<file path="src/rtl/nvcfg_pkg.sv">
package nvcfg_pkg;
   localparam int WORD_W    = 16;
   localparam int IMG_WORDS = 32;
   localparam int STA_WORDS = 3;
   localparam int CFG_WORDS = 16;
   localparam int CFG_FIRST = 8;
   localparam int CSUM_WORD = 6;
   localparam int SIG_WORD  = 7;
   localparam int RSV_WORD  = 3;
   localparam int ID_WORD   = 4;
   localparam logic [7:0] HW_ID    = 8'h11;
   localparam logic [7:0] SIG_BYTE = 8'h57;
   localparam logic [7:0] TOTAL_OK = 8'hFF;

   typedef enum logic [1:0] {
      OP_EXT   = 2'b00,
      OP_WRITE = 2'b01,
      OP_READ  = 2'b10
   } mw_op_e;

   typedef enum logic [3:0] {
      S_RD_GO, S_RD_WT, S_EVAL, S_READY,
      S_EW_GO, S_EW_WT, S_WR_GO, S_WR_WT, S_PL_GO, S_PL_WT
   } ctl_state_e;
endpackage

</file>
<file path="src/rtl/nvcfg_mw_frame.sv">
module nvcfg_mw_frame
   import nvcfg_pkg::*;
#(
   parameter int CLK_DIV = 2,
   parameter int FRAME_W = 25,
   parameter int CNT_W   = $clog2(FRAME_W + WORD_W + 2)
) (
   input  logic               clk,
   input  logic               rst_n,
   input  logic               start_i,
   input  logic               poll_i,
   input  logic [FRAME_W-1:0] tx_i,
   input  logic [CNT_W-1:0]   tx_len_i,
   input  logic [CNT_W-1:0]   rx_len_i,
   output logic               cs_o,
   output logic               sk_o,
   output logic               di_o,
   input  logic               do_i,
   output logic [WORD_W:0]    rx_o,
   output logic               done_o
);
   localparam int DIV_W = $clog2(CLK_DIV + 1);

   typedef enum logic [1:0] {F_IDLE, F_RUN, F_POLL, F_GAP} fst_e;

   fst_e               st_q;
   logic [DIV_W-1:0]   div_q;
   logic [FRAME_W-1:0] sh_q;
   logic [CNT_W-1:0]   cnt_q, ntx_q, ntot_q;
   logic               tick;

   assign tick = (div_q == DIV_W'(CLK_DIV - 1));
   assign di_o = (st_q == F_RUN) && (cnt_q < ntx_q) && sh_q[FRAME_W-1];

   always_ff @(posedge clk or negedge rst_n) begin
      if (!rst_n) begin
         st_q   <= F_IDLE;
         div_q  <= '0;
         sh_q   <= '0;
         cnt_q  <= '0;
         ntx_q  <= '0;
         ntot_q <= '0;
         cs_o   <= 1'b0;
         sk_o   <= 1'b0;
         rx_o   <= '0;
         done_o <= 1'b0;
      end else begin
         done_o <= 1'b0;
         case (st_q)
            F_IDLE: if (start_i) begin
               cs_o   <= 1'b1;
               sk_o   <= 1'b0;
               sh_q   <= tx_i;
               ntx_q  <= tx_len_i;
               ntot_q <= tx_len_i + rx_len_i;
               cnt_q  <= '0;
               div_q  <= '0;
               rx_o   <= '0;
               st_q   <= poll_i ? F_POLL : F_RUN;
            end
            F_RUN: begin
               div_q <= tick ? '0 : div_q + 1'b1;
               if (tick) begin
                  if (!sk_o) begin
                     sk_o <= 1'b1;
                     if (cnt_q >= ntx_q) rx_o <= {rx_o[WORD_W-1:0], do_i};
                  end else begin
                     sk_o  <= 1'b0;
                     sh_q  <= sh_q << 1;
                     cnt_q <= cnt_q + 1'b1;
                     if (cnt_q == ntot_q - 1'b1) begin
                        cs_o <= 1'b0;
                        st_q <= F_GAP;
                     end
                  end
               end
            end
            F_POLL: if (do_i) begin
               cs_o  <= 1'b0;
               div_q <= '0;
               st_q  <= F_GAP;
            end
            default: begin
               div_q <= tick ? '0 : div_q + 1'b1;
               if (tick) begin
                  done_o <= 1'b1;
                  st_q   <= F_IDLE;
               end
            end
         endcase
      end
   end

   // the serial clock only toggles while the device is selected
   p_sk_in_cs_r2: assert property (@(posedge clk) disable iff (!rst_n)
      sk_o |-> cs_o);
   // data towards the device holds while the serial clock is high
   p_di_hold_r2: assert property (@(posedge clk) disable iff (!rst_n)
      (sk_o && $past(sk_o)) |-> $stable(di_o));
endmodule

</file>
<file path="src/rtl/nvcfg_check.sv">
module nvcfg_check
   import nvcfg_pkg::*;
#(
   parameter int IDX_W = 5
) (
   input  logic              clk,
   input  logic              rst_n,
   input  logic              vld_i,
   input  logic [IDX_W-1:0]  idx_i,
   input  logic [WORD_W-1:0] word_i,
   output logic              pass_o
);
   logic [15:0] sum16_q, csum_q;
   logic [7:0]  sum8_q;
   logic        bad_q;
   logic [7:0]  lo, hi;

   assign lo = word_i[7:0];
   assign hi = word_i[15:8];

   always_ff @(posedge clk or negedge rst_n) begin
      if (!rst_n) begin
         sum16_q <= '0;
         csum_q  <= '0;
         sum8_q  <= '0;
         bad_q   <= 1'b0;
      end else if (vld_i) begin
         sum8_q <= sum8_q + lo + hi;
         if (idx_i < IDX_W'(CFG_FIRST) && idx_i != IDX_W'(CSUM_WORD))
            sum16_q <= sum16_q + {8'h00, lo} + {8'h00, hi};
         if (idx_i == IDX_W'(CSUM_WORD)) csum_q <= word_i;
         if (idx_i == IDX_W'(RSV_WORD) && word_i != '0) bad_q <= 1'b1;
         if (idx_i == IDX_W'(ID_WORD) && (lo != 8'h00 || hi != HW_ID)) bad_q <= 1'b1;
         if (idx_i == IDX_W'(SIG_WORD) && (lo != SIG_BYTE || hi != SIG_BYTE)) bad_q <= 1'b1;
      end
   end


   assign pass_o = !bad_q && (sum16_q == csum_q) && (sum8_q == TOTAL_OK);
endmodule

</file>
<file path="src/rtl/nvcfg_loader.sv">
module nvcfg_loader
   import nvcfg_pkg::*;
#(
   parameter int                            CLK_DIV   = 2,
   parameter int                            ADDR_W    = 6,
   parameter bit                            WR_EN     = 1'b1,
   parameter logic [47:0]                   STA_RESET = '0,
   parameter logic [CFG_WORDS*WORD_W-1:0]   CFG_RESET = '0
) (
   input  logic                          clk,
   input  logic                          rst_n,
   output logic                          mw_cs_o,
   output logic                          mw_sk_o,
   output logic                          mw_di_o,
   input  logic                          mw_do_i,
   input  logic                          wr_req_i,
   input  logic [ADDR_W-1:0]             wr_addr_i,
   input  logic [WORD_W-1:0]             wr_data_i,
   output logic [47:0]                   sta_addr_o,
   output logic [CFG_WORDS*WORD_W-1:0]   cfg_o,
   output logic                          done_o,
   output logic                          err_o,
   output logic                          absent_o,
   output logic                          busy_o
);
   localparam int FRAME_W = 3 + ADDR_W + WORD_W;
   localparam int CNT_W   = $clog2(FRAME_W + WORD_W + 2);
   localparam int IDX_W   = $clog2(IMG_WORDS);
   localparam int SH_N    = STA_WORDS + CFG_WORDS;
   localparam int CMD_W   = 3 + ADDR_W;

   if (CLK_DIV < 1) begin : g_bad_div
      $error("CLK_DIV must be at least 1");
   end
   if (ADDR_W < IDX_W) begin : g_bad_aw
      $error("ADDR_W too small for the image");
   end

   ctl_state_e            st_q;
   logic [IDX_W-1:0]      idx_q;
   logic [ADDR_W-1:0]     wa_q;
   logic [WORD_W-1:0]     wd_q;
   logic                  fr_start, fr_poll, fr_done;
   logic [FRAME_W-1:0]    fr_tx;
   logic [CNT_W-1:0]      fr_txlen, fr_rxlen;
   logic [WORD_W:0]       fr_rx;
   logic                  word_vld, no_dev, chk_pass, commit, wr_take;
   logic [SH_N*WORD_W-1:0] sh_flat;

   assign fr_start = (st_q == S_RD_GO) || (st_q == S_EW_GO) ||
                     (st_q == S_WR_GO) || (st_q == S_PL_GO);
   assign fr_poll  = (st_q == S_PL_GO);

   always_comb begin
      fr_tx    = '0;
      fr_txlen = CNT_W'(CMD_W);
      fr_rxlen = '0;
      case (st_q)
         S_RD_GO: begin
            fr_tx    = {1'b1, OP_READ, ADDR_W'(idx_q), {WORD_W{1'b0}}};
            fr_rxlen = CNT_W'(WORD_W + 1);
         end
         S_EW_GO: fr_tx = {1'b1, OP_EXT, 2'b11, {(ADDR_W-2){1'b0}}, {WORD_W{1'b0}}};
         S_WR_GO: begin
            fr_tx    = {1'b1, OP_WRITE, wa_q, wd_q};
            fr_txlen = CNT_W'(FRAME_W);
         end
         default: ;
      endcase
   end

   nvcfg_mw_frame #(.CLK_DIV(CLK_DIV), .FRAME_W(FRAME_W), .CNT_W(CNT_W)) u_frame (
      .clk(clk), .rst_n(rst_n), .start_i(fr_start), .poll_i(fr_poll),
      .tx_i(fr_tx), .tx_len_i(fr_txlen), .rx_len_i(fr_rxlen),
      .cs_o(mw_cs_o), .sk_o(mw_sk_o), .di_o(mw_di_o), .do_i(mw_do_i),
      .rx_o(fr_rx), .done_o(fr_done)
   );

   // a dummy bit of 1 on the first frame means no device answered
   assign no_dev   = (st_q == S_RD_WT) && fr_done && (idx_q == '0) && fr_rx[WORD_W];
   assign word_vld = (st_q == S_RD_WT) && fr_done && !no_dev;

   nvcfg_check #(.IDX_W(IDX_W)) u_check (
      .clk(clk), .rst_n(rst_n), .vld_i(word_vld), .idx_i(idx_q),
      .word_i(fr_rx[WORD_W-1:0]), .pass_o(chk_pass)
   );

   // shadow registers, one for each word that reaches the outputs
   for (genvar g = 0; g < SH_N; g++) begin : g_shadow
      localparam int SRC = (g < STA_WORDS) ? g : g - STA_WORDS + CFG_FIRST;
      logic [WORD_W-1:0] q;
      always_ff @(posedge clk or negedge rst_n) begin
         if (!rst_n) q <= '0;
         else if (word_vld && idx_q == IDX_W'(SRC)) q <= fr_rx[WORD_W-1:0];
      end
      assign sh_flat[g*WORD_W +: WORD_W] = q;
   end

   if (WR_EN) begin : g_wr
      assign wr_take = wr_req_i && (st_q == S_READY);
   end else begin : g_nowr
      assign wr_take = 1'b0;
   end

   assign commit = (st_q == S_EVAL) && chk_pass;
   assign busy_o = (st_q != S_READY);

   always_ff @(posedge clk or negedge rst_n) begin
      if (!rst_n) begin
         st_q       <= S_RD_GO;
         idx_q      <= '0;
         wa_q       <= '0;
         wd_q       <= '0;
         done_o     <= 1'b0;
         err_o      <= 1'b0;
         absent_o   <= 1'b0;
         sta_addr_o <= STA_RESET;
         cfg_o      <= CFG_RESET;
      end else begin
         done_o <= 1'b0;
         if (commit) begin
            sta_addr_o <= sh_flat[STA_WORDS*WORD_W-1:0];
            cfg_o      <= sh_flat[SH_N*WORD_W-1:STA_WORDS*WORD_W];
         end
         case (st_q)
            S_RD_GO: st_q <= S_RD_WT;
            S_RD_WT: if (fr_done) begin
               if (no_dev) begin
                  absent_o <= 1'b1;
                  st_q     <= S_READY;
               end else if (idx_q == IDX_W'(IMG_WORDS - 1)) begin
                  st_q <= S_EVAL;
               end else begin
                  idx_q <= idx_q + 1'b1;
                  st_q  <= S_RD_GO;
               end
            end
            S_EVAL: begin
               if (chk_pass) done_o <= 1'b1;
               else          err_o  <= 1'b1;
               st_q <= S_READY;
            end
            S_READY: if (wr_take) begin
               wa_q <= wr_addr_i;
               wd_q <= wr_data_i;
               st_q <= S_EW_GO;
            end
            S_EW_GO: st_q <= S_EW_WT;
            S_EW_WT: if (fr_done) st_q <= S_WR_GO;
            S_WR_GO: st_q <= S_WR_WT;
            S_WR_WT: if (fr_done) st_q <= S_PL_GO;
            S_PL_GO: st_q <= S_PL_WT;
            S_PL_WT: if (fr_done) st_q <= S_READY;
            default: st_q <= S_READY;
         endcase
      end
   end

   p_done_pulse_r10: assert property (@(posedge clk) disable iff (!rst_n)
      done_o |=> !done_o);
   p_done_not_err_r10: assert property (@(posedge clk) disable iff (!rst_n)
      !(done_o && err_o));
   p_err_sticky_r10: assert property (@(posedge clk) disable iff (!rst_n)
      err_o |=> err_o);
   p_regs_hold_r10: assert property (@(posedge clk) disable iff (!rst_n)
      !done_o |-> ($stable(sta_addr_o) && $stable(cfg_o)));
   p_absent_clean_r3: assert property (@(posedge clk) disable iff (!rst_n)
      absent_o |-> (!err_o && !mw_cs_o && sta_addr_o == STA_RESET));
endmodule

</file>
<file path="config.mk">
export PLATFORM = sky130hd
export DESIGN_NAME = nvcfg_loader
export DESIGN_NICKNAME = d
export VERILOG_FILES = /design/src/rtl/nvcfg_pkg.sv /design/src/rtl/nvcfg_mw_frame.sv /design/src/rtl/nvcfg_check.sv /design/src/rtl/nvcfg_loader.sv
export SDC_FILE = /design/constraint.sdc
export NUM_CORES = 1
export LEC_CHECK = 0
export ABC_AREA = 1
export BUFFER_PORTS_ARGS = -buffer_cell sky130_fd_sc_hd__buf_4
export CORE_ASPECT_RATIO = 1.75
export CORE_MARGIN = 4
export CORE_UTILIZATION = 34
export CTS_CLUSTER_DIAMETER = 200
export DETAILED_ROUTE_END_ITERATION = 10
export GPL_ROUTABILITY_DRIVEN = 0
export SYNTH_ARGS = -nofsm -noshare
export SYNTH_HDL_FRONTEND = slang
export SYNTH_SLANG_ARGS = --single-unit
export TNS_END_PERCENT = 30
</file>
<file path="constraint.sdc">
create_clock -name clk -period 2.4 [get_ports clk]
set_input_delay 0.12 -clock clk [delete_from_list [all_inputs] [get_ports clk]]
set_output_delay 0.12 -clock clk [all_outputs]
set_load 0.02 [all_outputs]
</file>
==> metrics list, run 1 <==
* Minimum clock period after layout: approximately 2.3 ns
* Net switching component of the power: 8.54 mW
- Worst setup margin: 0.148 ns
- Of all nets on the critical path, the largest fanout is 3.
* # setup viols final: 0
* Type of origin of the critical path: flip-flop
* Wire length of the first global-routing pass: roughly 140000 µm
- For this run, asynchronously set or reset flops after synthesis account for 1.00.
- Placeable Area: 88500 µm²
* Clock Tree Root: sky130_fd_sc_hd__clkbuf_16
- Buffers placed on the I/O ports in this run total 336.
* Largest area contributor in the netlist: sky130_fd_sc_hd__dfrtp_1
- Of the total power, the clock network draws 0.410.
- Layout cells sized above 1: 0.169
* Leakage power of the design: between 15 and 20 nW
* Max-cap violation count: 0
- In the global route stage, overall resource usage came out at 0.196.
- Data on the critical path is required at its endpoint by between 2 and 3 ns.
- Portion of the clock cycle consumed by the worst path in the final layout: 0.938
- Internal Power: ~21 mW
- F_max: about 440 MHz
- The first routing iteration left 1696 violations.
- Total gr overflow: 0
- In this run the vertical extent of the chip is slightly above 400 µm.
* Vias in the first global route: 24000
* Setup slack at placement: 0.113 ns
- Synthesis instantiated 38 different standard cells from the library.
- Hold is met by around 0.06 ns.
* Number of cells produced by synthesis: about 3300
* Final ANT Viol Nets: 0
* Kind of end point of the critical path: flip-flop
* Number of clock buffers inserted by TritonCTS: 74
- Overall via count from detail_route: between 20000 and 25000
- The H-tree was split into 3 levels.
* Buffers from clock root to sink, at most: 3
* Largest clock skew in the final design: ~0.028 ns
- The floorplan has approximately 140 rows.
* Post-synth EDFFs: 0
* Final net count: about 3800
- 337 I/O pins were placed.
- Fill cell total of the finished layout: 8682
* Flip-flop and latch count after synthesis: 744
* Number of antenna violations at the first check in global routing: 2
- Entering global routing, the biggest net connects about 110 pins.
* CTS clock-pin slew for the worst setup and hold paths: 0.06 ns
* Post-route DRC: 0
* Type of the worst setup path: reg -> reg
- For this configuration, the core starts out at a cell density of 0.344.
* Measured slew at the worst slew-check pin: around 0.64 ns
- Number of antenna cells inserted: 0
- In this run the horizontal extent of the chip is 234 µm.
- Number of clock sinks: about 740
- Total half-perimeter wirelength after legalization and detailed placement: a little over 60000 µm
* Worst VDD drop: roughly 0.69 mV
- Flip-flop cell with the highest count after synthesis: sky130_fd_sc_hd__dfrtp_1
- Area contributors post-synth: sky130_fd_sc_hd__dfrtp_1, sky130_fd_sc_hd__nand2_1, sky130_fd_sc_hd__o21ai_0
- Worst EP arrival: 2.77 ns
- Top cells by count, synth: sky130_fd_sc_hd__nand2_1, sky130_fd_sc_hd__dfrtp_1, sky130_fd_sc_hd__o21ai_0
- Area delta synth->final: 24.4%
- Of the total power, the share spent switching nets is 0.284.
- Kind of path behind the tightest hold check: in -> async
- Mean Syn Cell Area: 9.09 µm²
* TritonRoute pass-1 iters: 7
- In this run the tightest slew margin relative to its limit is 0.570.
* Post-detailed-route via-to-cell ratio: 4.85
* Count of pins over their slew limit: 0
* Sequential-to-total area share from yosys stat: 0.612
- Aggregate routed wire length: about 93000 µm
- Setup Total Neg Slack: 0 ns
* Combinational share of power: 0.147
- Share of Yosys cell area claimed by the top area cell type: 0.612
* Result of the run: finished clean
* Flop pwr share: 0.444
* Clock latency of the later-clocked register in the worst-skew pair: 0.65 ns
- TritonCTS built the clock tree.
- sky130_fd_sc_hd__nand2_1 is the most common cell in the netlist.
- Net count after synthesis: around 3400
- Power spread over the standard cell area amounts to approximately 790 nW/µm².
- After detailed routing, the average wire length per cell comes to between 15 and 20 µm.
- The floorplan step defined a die boundary enclosing about 94000 µm².
- The synthesized netlist occupies a cell area of 30400 µm².
- Final Hold Fails: 0
- Yosys warning count: 0
==> cell type report <==
cell class / count / area, µm² / share of cell area
multi-input combinational: 2242 / 10400 / 0.276
inverter: 142 / 541 / 0.0143
clock buffer: 102 / 2140 / 0.0566
sequential: 744 / 18600 / 0.492
timing repair buffer: 504 / 4200 / 0.111
tap: 1168 / 1460 / 0.0386
clock inverter: 34 / 438 / 0.0116
==> power by group through the flow <==
| stage | registers, mW | clock network [mW] | logic [mW] |
|---|---|---|---|
| floorplan | 13.5 | 0 | 2.53 |
| global placement | 13.5 | 0 | 4.23 |
| detailed placement | 13.5 | 0 | 4.29 |
| CTS | 13.3 | 12.7 | 4.40 |
| global route | 13.4 | 13.1 | 4.94 |
| finish | 13.3 | 12.3 | 4.41 |
==> worst max-delay path, stage by stage (launching register included) <==
cell and delay (ns):
sky130_fd_sc_hd__dfrtp_1 0.40, sky130_fd_sc_hd__fa_1 0.48, sky130_fd_sc_hd__ha_2 0.21, sky130_fd_sc_hd__fa_1 0.38
sky130_fd_sc_hd__nand3_1 0.10, sky130_fd_sc_hd__nand2_1 0.10, sky130_fd_sc_hd__nand2_1 0.09, sky130_fd_sc_hd__nand2_1 0.06
sky130_fd_sc_hd__nand2_1 0.09, sky130_fd_sc_hd__nor2_1 0.07, sky130_fd_sc_hd__xor2_1 0.16
==> flip-flops by register name, indices dropped and copies added, names as in the netlist, 4 cells and up <==
name and flops:
sta_addr_o 48, wa_q 6, u_frame.cnt_q 6, u_frame.sh_q 25, u_check.sum16_q 16, u_check.csum_q 16
cfg_o 256, wd_q 16, u_frame.rx_o 17, idx_q 5, u_frame.ntot_q 4, g_shadow.q 304
st_q 4, u_check.sum8_q 8
==> layout by cell type, fill, tap and decap left out, types with 9 or more instances in the layout <==
cell	count
sky130_fd_sc_hd__a21oi_1	33
sky130_fd_sc_hd__buf_12	26
sky130_fd_sc_hd__buf_4	446
sky130_fd_sc_hd__clkbuf_1	12
sky130_fd_sc_hd__clkbuf_16	76
sky130_fd_sc_hd__clkbuf_8	14
sky130_fd_sc_hd__clkinv_2	12
sky130_fd_sc_hd__dfrtp_1	741
sky130_fd_sc_hd__dlygate4sd3_1	29
sky130_fd_sc_hd__fa_1	16
sky130_fd_sc_hd__ha_1	30
sky130_fd_sc_hd__inv_1	132
sky130_fd_sc_hd__nand2_1	1199
sky130_fd_sc_hd__nand3_1	362
sky130_fd_sc_hd__nand4_1	18
sky130_fd_sc_hd__nor2_1	82
sky130_fd_sc_hd__nor3_1	10
sky130_fd_sc_hd__o21ai_0	405
sky130_fd_sc_hd__o21ai_1	12
sky130_fd_sc_hd__xnor2_1	9
sky130_fd_sc_hd__xor2_1	16
==> logic make-up after synthesis <==
family,share of synthesized area
AOI/OAI and AO/OA,0.0770
adders and majority gates,0.0248
and+or+nand+nor,0.230
buffers and inverters,0.0464
xor gates and xnor gates,0.00720
DFF,0.612
muxes,0.00243
==> layer usage <==
layer  up-vias  part of all wire  global-route usage
met5         -                 0                   0
met2       674              0.49               0.331
met4         0             0.044              0.0870
met1     11600              0.42               0.249
li1      11500                 -                   -
met3       165             0.048              0.0291
==> stage by stage <==
step / cell area (µm²) / total power, mW / std cells / utilization
global route: 37800 / 31.5 / 4936 / 0.428
CTS: 37800 / 30.4 / 4936 / 0.427
detailed placement: 34900 / 17.8 / 4771 / 0.395
floorplan: 30400 / 16.0 / 3346 / -
finish: 37800 / 30.0 / 4936 / 0.428
global placement: 34900 / 17.8 / 4771 / 0.395
==> final timing paths <==
kind | from | end | slack [ns] | depth (start not counted)
worst max register to register | u_frame.rx_o[1]$_DFFE_PN0P_ | u_check.sum16_q[11]$_DFFE_PN0P_ | 0.15 | 10
worst min register to register | cfg_o[206]$_DFFE_PN0P_ | cfg_o[206]$_DFFE_PN0P_ | 0.47 | 2
min in group clk | wr_data_i[14] | wd_q[14]$_DFFE_PN0P_ | 0.24 | 4
max in group asynchronous | rst_n | cfg_o[115]$_DFFE_PN0P_ | 1.45 | 4
worst min-delay path | rst_n | cfg_o[19]$_DFFE_PN0P_ | 0.06 | 2
worst max-delay path | u_frame.rx_o[1]$_DFFE_PN0P_ | u_check.sum16_q[11]$_DFFE_PN0P_ | 0.15 | 10
==> timing repair <==
action / CTS / global route
hold endpoints to repair: 499 / 0
gates resized for setup: 1 / 15
endpoints found under the setup margin: 1 / 144
hold buffers: 29 / 0
pin swaps: 0 / 2
setup buffers: 0 / 0
Note: power is estimated with default switching activity, not from simulation.
==> run 2, diff against run 1 <==
--- a/config.mk
+++ b/config.mk
@@ -10,7 +10,6 @@
 export CORE_ASPECT_RATIO = 1.75
 export CORE_MARGIN = 4
 export CORE_UTILIZATION = 34
-export CTS_CLUSTER_DIAMETER = 200
 export DETAILED_ROUTE_END_ITERATION = 10
 export GPL_ROUTABILITY_DRIVEN = 0
 export SYNTH_ARGS = -nofsm -noshare
==> constraint.sdc (replaced) <==
create_clock -name clk -period 2.62 [get_ports clk]
set_input_delay 0.131 -clock clk [delete_from_list [all_inputs] [get_ports clk]]
set_output_delay 0.131 -clock clk [all_outputs]
set_load 0.02 [all_outputs]
==> metrics list, run 2 (same netlist as run 1, synthesis figures left out) <==
- Buffers plus inverters on the worst setup path: 4 (+4)
- Biggest regs: g_shadow.q: 304 flops, cfg_o: 256 flops, sta_addr_o: 48 flops
- CP required: 2.49 ns (-0.43 ns)
- The worst-case clock skew is 0.0265 ns (-0.00156 ns).
* Series of cell instances along the critical path: inv_1, ha_2, inv_1, buf_4, nor3_1, nand3_1, nor2_2, buf_4
- The path class of the tightest hold or removal check is in -> async.
* TritonCTS clock tree: built
- The arrival time reported for the critical path endpoint was 2.34 ns (-0.43 ns).
- The tree is rooted in a sky130_fd_sc_hd__clkbuf_16.
- The critical path is of the reg -> out type.
* Number of cells on the critical path: 8 (-2)
- Crit path max-delay cell type: sky130_fd_sc_hd__dfrtp_1
* Starting density of the core: 0.344 (unchanged)
* Final Hold Fails: 0 (unchanged)
- The flow ran to the end, and the final reports show no timing, DRC or antenna violations.
- The cell depth of the worst flop-to-flop path came to 7 (-3).
- Leaving out fill and tap cells, the most frequent cell in the layout is sky130_fd_sc_hd__nand2_1.
* Overall via count from detail_route: 23600 (-1.3%)
- Routed length per instance: 18.8 µm (+0.37%)
- Final ANT Viol Nets: 0 (unchanged)
- The clock power share came to 0.412 (+0.002).
- Count of routing violations after the opening detailed-route iteration: 1663 (-1.9%)
- Area delta synth->final: 23.1%
* DIE HEIGHT: 404 µm (unchanged)
- The number of buffers on the longest clock path is 3 (unchanged).
* Flop pwr share: 0.447 (+0.003)
* Worst setup margin: 0.152 ns (+0.00363 ns)
- Kind of end point of the critical path: primary output
* Flip-flop count of the largest register, all copies and words added: 304 (unchanged)
- The maximum number of pins on one net before global-route repair came to 151 (+34%).
- Vias in the first global route: 23300 (-2.8%)
- The worst setup timing slack at the placement stage came to 0.210 ns (+0.0974 ns).
* Worst reg2reg path startpoint: idx_q[0]$_DFFE_PN0P_
- Total gr overflow: 0 (unchanged)
- The library cells used most frequently in the layout, excluding fill and tap cells, are sky130_fd_sc_hd__nand2_1, sky130_fd_sc_hd__dfrtp_1, sky130_fd_sc_hd__buf_4.
- The antenna cell count came to 0 (unchanged).
* Internal Power: 19.6 mW (-8.8%)
- The final cell utilization of the core is 0.423 (-0.00430).
- # setup viols final: 0 (unchanged)
- The number of antenna violations at the first check in global routing was 3 (+1).
- The layout cell share with drive strength beyond 1 came to 0.160 (-0.00923).
* Critical Path Start: u_frame.st_q[1]$_DFFE_PN0P_
* Worst VDD drop: 0.614 mV (-11%)
* TritonRoute pass-1 iters: 5 (-2)
* Die boundary width: 234 µm (unchanged)
* Worst hold margin: 0.115 ns (+0.0550 ns)
- The reported max-cap violation count is 0 (unchanged).
- Area of the die: 94500 µm² (unchanged)
* Delay of the slowest critical-path stage: 0.43 ns (-0.05 ns)
- Total half-perimeter wirelength after legalization and detailed placement: 60600 µm (-2.3%)
- Post-detailed-route via-to-cell ratio: 4.83 (-0.53%)
* Highest fanout seen on the critical path: 12 (+9)
* Setup repair after global routing missed its margin: true
- The detailed-route wire length came to 92100 µm (-0.42%).
- Reg-to-reg endpoint: g_shadow[1].q[12]$_DFFE_PN0P_
* CTS H-tree lvls: 3 (unchanged)
- Input/output buffers: 336 (unchanged)
- Portion of the clock cycle consumed by the worst path in the final layout: 0.942
- F_max: 405 MHz
* Count of pins over their slew limit: 0 (unchanged)
- Following the worst setup path forward leads to its endpoint at mw_di_o.
- Number of clock buffers inserted by TritonCTS: 72 (-2.7%)
- Combinational share of power: 0.142 (-0.005)
- Register containing the most flip-flops in the final layout: g_shadow.q
* Leakage power of the design: 19.4 nW (-1.0%)
- The clock-pin transition on the worst setup and hold timing paths was 0.06 ns (about the same).
* Worst R2R Setup Slack: 0.24 ns (+0.09 ns)
- Family of cells with the greatest summed delay on the critical path: buffers and inverters
- The total I/O pin count came to 337 (unchanged).
* Type of origin of the critical path: flip-flop
* Minimum clock period after layout: around 2.5 ns
- Post CTS Setup Buffer Count: 0 (unchanged)
- Placeable Area: 88500 µm² (unchanged)
* Sw frac: 0.283 (-0.00158)
- Max_slew headroom: 0.406 (-0.164)
- Number of clock sinks: 744 (unchanged)
- The worst-skew pair later-pin latency was 0.65 ns (about the same).
- The first-pass GRT wire length is 142000 µm (-1.3%).
- Measured slew at the worst slew-check pin: 0.889 ns (+0.248 ns)
* Number of placement rows: 144 (unchanged)
- Post-route DRC: 0 (unchanged)
- The net load switching power is 7.73 mW (-9.5%).
- Global-route usage over all layers: 0.194 (-0.00209)
* Power Density: 729 nW/µm² (-8.1%)
- Final net count: 3749 (-0.92%)
-- run 2: changes by cell type in the layout (fill, tap and decap cells not counted), moves of 3 or more --
cell | previous run | this run
sky130_fd_sc_hd__buf_4 | 446 | 424
sky130_fd_sc_hd__dfrtp_1 | 741 | 744
sky130_fd_sc_hd__clkbuf_1 | 12 | 6
sky130_fd_sc_hd__inv_6 | 6 | 2
sky130_fd_sc_hd__clkbuf_16 | 76 | 73
sky130_fd_sc_hd__dfrtp_2 | 3 | 0
sky130_fd_sc_hd__buf_12 | 26 | 19
sky130_fd_sc_hd__clkbuf_8 | 14 | 20
-- run 2: power by group through the flow --
stage,registers [mW],logic (mW),clock network (mW)
global placement,12.4,3.80,0
detailed placement,12.4,3.84,0
finish,12.2,3.87,11.3
floorplan,12.4,2.31,0
CTS,12.2,3.91,11.6
global route,12.2,4.32,12.0
-- run 2: worst min-delay path by stage --
stage | from | to | slack [ns] | cells after the start
after floorplan | rst_n | absent_o$_DFFE_PN0P_ | -0.16 | 0
after global placement | rst_n | u_frame.sh_q[11]$_DFFE_PN0P_ | 0.03 | 1
after detailed placement | rst_n | u_frame.sh_q[11]$_DFFE_PN0P_ | 0.03 | 1
after CTS | rst_n | u_frame.rx_o[6]$_DFFE_PN0P_ | 0.08 | 3
after global routing | rst_n | u_frame.rx_o[6]$_DFFE_PN0P_ | 0.12 | 3
final | rst_n | u_frame.rx_o[6]$_DFFE_PN0P_ | 0.11 | 3
-- run 2: what timing repair did --
item,in CTS,in global routing
endpoints found under the hold margin,645,0
gates cloned,0,0
setup endpoints to repair,1,17
hold buffers,27,0
pin swaps,0,1
gates resized for setup,1,2
-- run 2: through the flow --
step / cell area, µm² / total power [mW] / setup TNS, ns / cells
after global routing: 37400 / 28.6 / -0.000533 / 4897
final: 37400 / 27.3 / 0 / 4897
after detailed placement: 34600 / 16.3 / 0 / 4740
after global placement: 34600 / 16.2 / 0 / 4740
after floorplan: 30400 / 14.7 / 0 / 3346
after CTS: 37400 / 27.7 / 0 / 4897
-- run 2: cell type report --
type                       count  area [µm²]
timing repair buffer         471        3850
fill                        8766       51000
inverter                     142         541
clock buffer                  99        2120
tap                         1168        1460
multi-input combinational   2242       10400
clock inverter                31         453
sequential                   744       18600
-- run 2: layer usage --
layer,global-route usage,part of all wire
met2,0.326,0.49
met1,0.254,0.43
met5,0,0
met4,0.0732,0.035
met3,0.0266,0.045
-- run 2: worst register-to-register path, delay by kind of cell, from the launching register on --
kind                     cells  cell delay [ns]
AND/OR/NAND/NOR              3             0.77
buffers and inverters        2             0.42
flip-flops                   1             0.40
AO/OA/AOI/OAI                1             0.38
adder cells (fa/ha/maj)      1             0.31
==> run 3, diff against run 2 <==
--- a/config.mk
+++ b/config.mk
@@ -7,7 +7,6 @@
 export LEC_CHECK = 0
 export ABC_AREA = 1
 export BUFFER_PORTS_ARGS = -buffer_cell sky130_fd_sc_hd__buf_4
-export CORE_ASPECT_RATIO = 1.75
 export CORE_MARGIN = 4
 export CORE_UTILIZATION = 34
 export DETAILED_ROUTE_END_ITERATION = 10
==> metrics list, run 3 (same netlist as run 1, synthesis figures left out) <==
- The residual DRC count came to 0 (unchanged).
- Clock latency of the later-clocked register in the worst-skew pair: 0.66 ns (about the same)
- Final net count: 3765 (+0.43%)
- Kind of path behind the tightest hold check: in -> async
* Commonest cells after routing, fill and taps aside: sky130_fd_sc_hd__nand2_1, sky130_fd_sc_hd__dfrtp_1, sky130_fd_sc_hd__buf_4
- Post CTS Setup Buffer Count: 0 (unchanged)
- The setup total negative slack came to 0 ns (unchanged).
* Layout cells sized above 1: 0.160 (about the same)
- Input/output buffers: 336 (unchanged)
* Type of the worst setup path: reg -> reg
- The final cell utilization of the core is 0.427 (+0.00369).
- Traced cell by cell, the critical path runs through nor2_1, buf_4, nand2_1, nor2_2, nand2_1, dlygate4sd3_1, o21ai_0, dlygate4sd3_1.
- Broken down by cell family, the worst path's largest delay share belongs to buffers and inverters.
- The number of global-route vias before repair came to 23300 (-0.15%).
* Count of routing violations after the opening detailed-route iteration: 1891 (+14%)
* Final ANT Viol Nets: 0 (unchanged)
- The setup-violating endpoint count in the final report was 0 (unchanged).
- Reg-to-reg endpoint: wa_q[1]$_DFFE_PN0P_
- The iteration count of the initial detailed-routing pass is 8 (+3).
- The required time of the worst setup path is 3.19 ns (+0.70 ns).
- The total clock buffers created by CTS was 84 (+17%).
* Wire length of the first global-routing pass: 142000 µm (+0.16%)
* CTS H-tree lvls: 3 (unchanged)
- The arrival time reported for the critical path endpoint came to 3.03 ns (+0.69 ns).
- The summed area of non-filler cells in the final layout is 37800 µm² (+0.93%).
- Leaving out fill and tap cells, the most frequent cell in the layout is sky130_fd_sc_hd__nand2_1.
- The share of the clock period used by the worst path after layout is 0.938 (-0.00353).
* Crit path max-delay cell type: sky130_fd_sc_hd__dlygate4sd3_1
* DIE HEIGHT: 307 µm (-24%)
* Number of placement rows: 109 (-24%)
- The slew at the pin closest to its max-slew limit was 0.733 ns (-0.155 ns).
- The critical path buffer and inverter count was 3 (-1).
- The startpoint identified for the worst register-to-register timing path is st_q[2]$_DFFE_PN0P_.
- Total half-perimeter wirelength after legalization and detailed placement: 59200 µm (-2.2%)
- Die boundary width: 307 µm (+31%)
* Leakage power of the design: 19.6 nW (+0.83%)
* Kind of end point of the critical path: flip-flop
- Total gr overflow: 0 (unchanged)
* Worst R2R Setup Slack: 0.16 ns (-0.08 ns)
- The total global-route track usage was 0.192 (-0.00146).
- The clock-pin transition on the worst setup and hold timing paths is 0.06 ns (about the same).
* Minimum clock period after layout: 2.46 ns (-0.00925 ns)
- The detailed-route wire length is 91700 µm (-0.49%).
- Non-filler cells in the finished layout: 4920 (+0.47%)
* Type of origin of the critical path: flip-flop
- The flip-flop count of the largest register after layout came to 304 (unchanged).
- Cell area after placement: 34600 µm² (+0.15%)
* Highest fanout seen on the critical path: 8 (-4)
- The area enclosed by the die boundary is 94300 µm² (-0.20%).
* Setup slack at placement: 0.222 ns (+0.0115 ns)
- The count of pins over their slew limit came to 0 (unchanged).
- TritonCTS clock tree: built
- Worst setup margin: 0.161 ns (+0.00925 ns)
* Placeable Area: 88500 µm² (about the same)
* Overall via count from detail_route: 23900 (+1.3%)
- Relative to the synthesized area, the layout overhead comes to 24.3%.
- The quantity of gates resized following cts is 0 (-1).
* Max_slew headroom: 0.511 (+0.105)
* Power Density: 745 nW/µm² (+2.1%)
* Buffers from clock root to sink, at most: 3 (unchanged)
- The instance count after placement with tap cells included is 4736 (-0.084%).
- Register containing the most flip-flops in the final layout: g_shadow.q
- The run finished with clean final reports.
- The number of failing hold endpoints at the final stage was 0 (unchanged).
- Routed length per instance: 18.6 µm (-0.96%)
- Worst VDD drop: 0.454 mV (-26%)
- The worst-case clock skew was 0.0405 ns (+0.0141 ns).
- F_max: 407 MHz (+0.38%)
- Setup repair after global routing missed its margin: false
* Delay of the slowest critical-path stage: 0.56 ns (+0.13 ns)
- Biggest regs: g_shadow.q: 304 flops, cfg_o: 256 flops, sta_addr_o: 48 flops
* Post-detailed-route via-to-cell ratio: 4.87 (+0.80%)
* Clock Tree Root: sky130_fd_sc_hd__clkbuf_16
- Starting density of the core: 0.344 (about the same)
* Depth of the worst register-to-register path: 8 (+1)
* Number of antenna violations at the first check in global routing: 5 (+2)
- The maximum number of pins on one net before global-route repair was 117 (-23%).
* Number of clock sinks: 744 (unchanged)
* I/O pin count: 337 (unchanged)
- Number of antenna cells inserted: 0 (unchanged)
- Max-cap violation count: 0 (unchanged)
run 3: timing repair:
item,in CTS,in global routing
hold endpoints to repair,321,0
endpoints found under the setup margin,0,0
hold buffers,32,0
run 3: layout make-up:
class,instances,area (µm²)
inverters,142,541
clock buffers,123,2460
well taps,1165,1460
flip-flops and latches,744,18600
clock inverters,29,375
repair buffers,475,3950
multi-input cells,2242,10400
fillers,8707,50700
run 3: per-stage QoR:
stage                     hold slack (ns)  total power [mW]
after floorplan                    -0.165              14.7
after global placement              0.156              16.3
after detailed placement            0.159              16.4
after CTS                           0.109              28.5
after global routing                0.136              29.5
final                               0.100              28.2
run 3: how the worst max path moves through the flow:
stage,depth (start not counted),startpoint,endpoint
after floorplan,13,u_frame.rx_o[0]$_DFFE_PN0P_,u_check.sum16_q[11]$_DFFE_PN0P_
after global placement,8,idx_q[1]$_DFFE_PN0P_,g_shadow[13].q[8]$_DFFE_PN0P_
after detailed placement,8,idx_q[1]$_DFFE_PN0P_,g_shadow[3].q[8]$_DFFE_PN0P_
after CTS,8,st_q[2]$_DFFE_PN0P_,wa_q[1]$_DFFE_PN0P_
after global routing,7,idx_q[0]$_DFFE_PN0P_,g_shadow[0].q[9]$_DFFE_PN0P_
final,8,st_q[2]$_DFFE_PN0P_,wa_q[1]$_DFFE_PN0P_
run 3: where the power goes:
group	total [mW]	internal, mW	switching, mW
Clock	11.9	6.98	4.95
Combinational	4.03	1.18	2.85
Sequential	12.2	11.9	0.264
run 3: routing by layer:
metal	up-vias	global-route usage	routed length [µm]
met3	128	0.0306	4960
met4	0	0.0615	2490
met5	-	0	0
met1	11700	0.263	40700
met2	629	0.316	43600
li1	11500	-	-
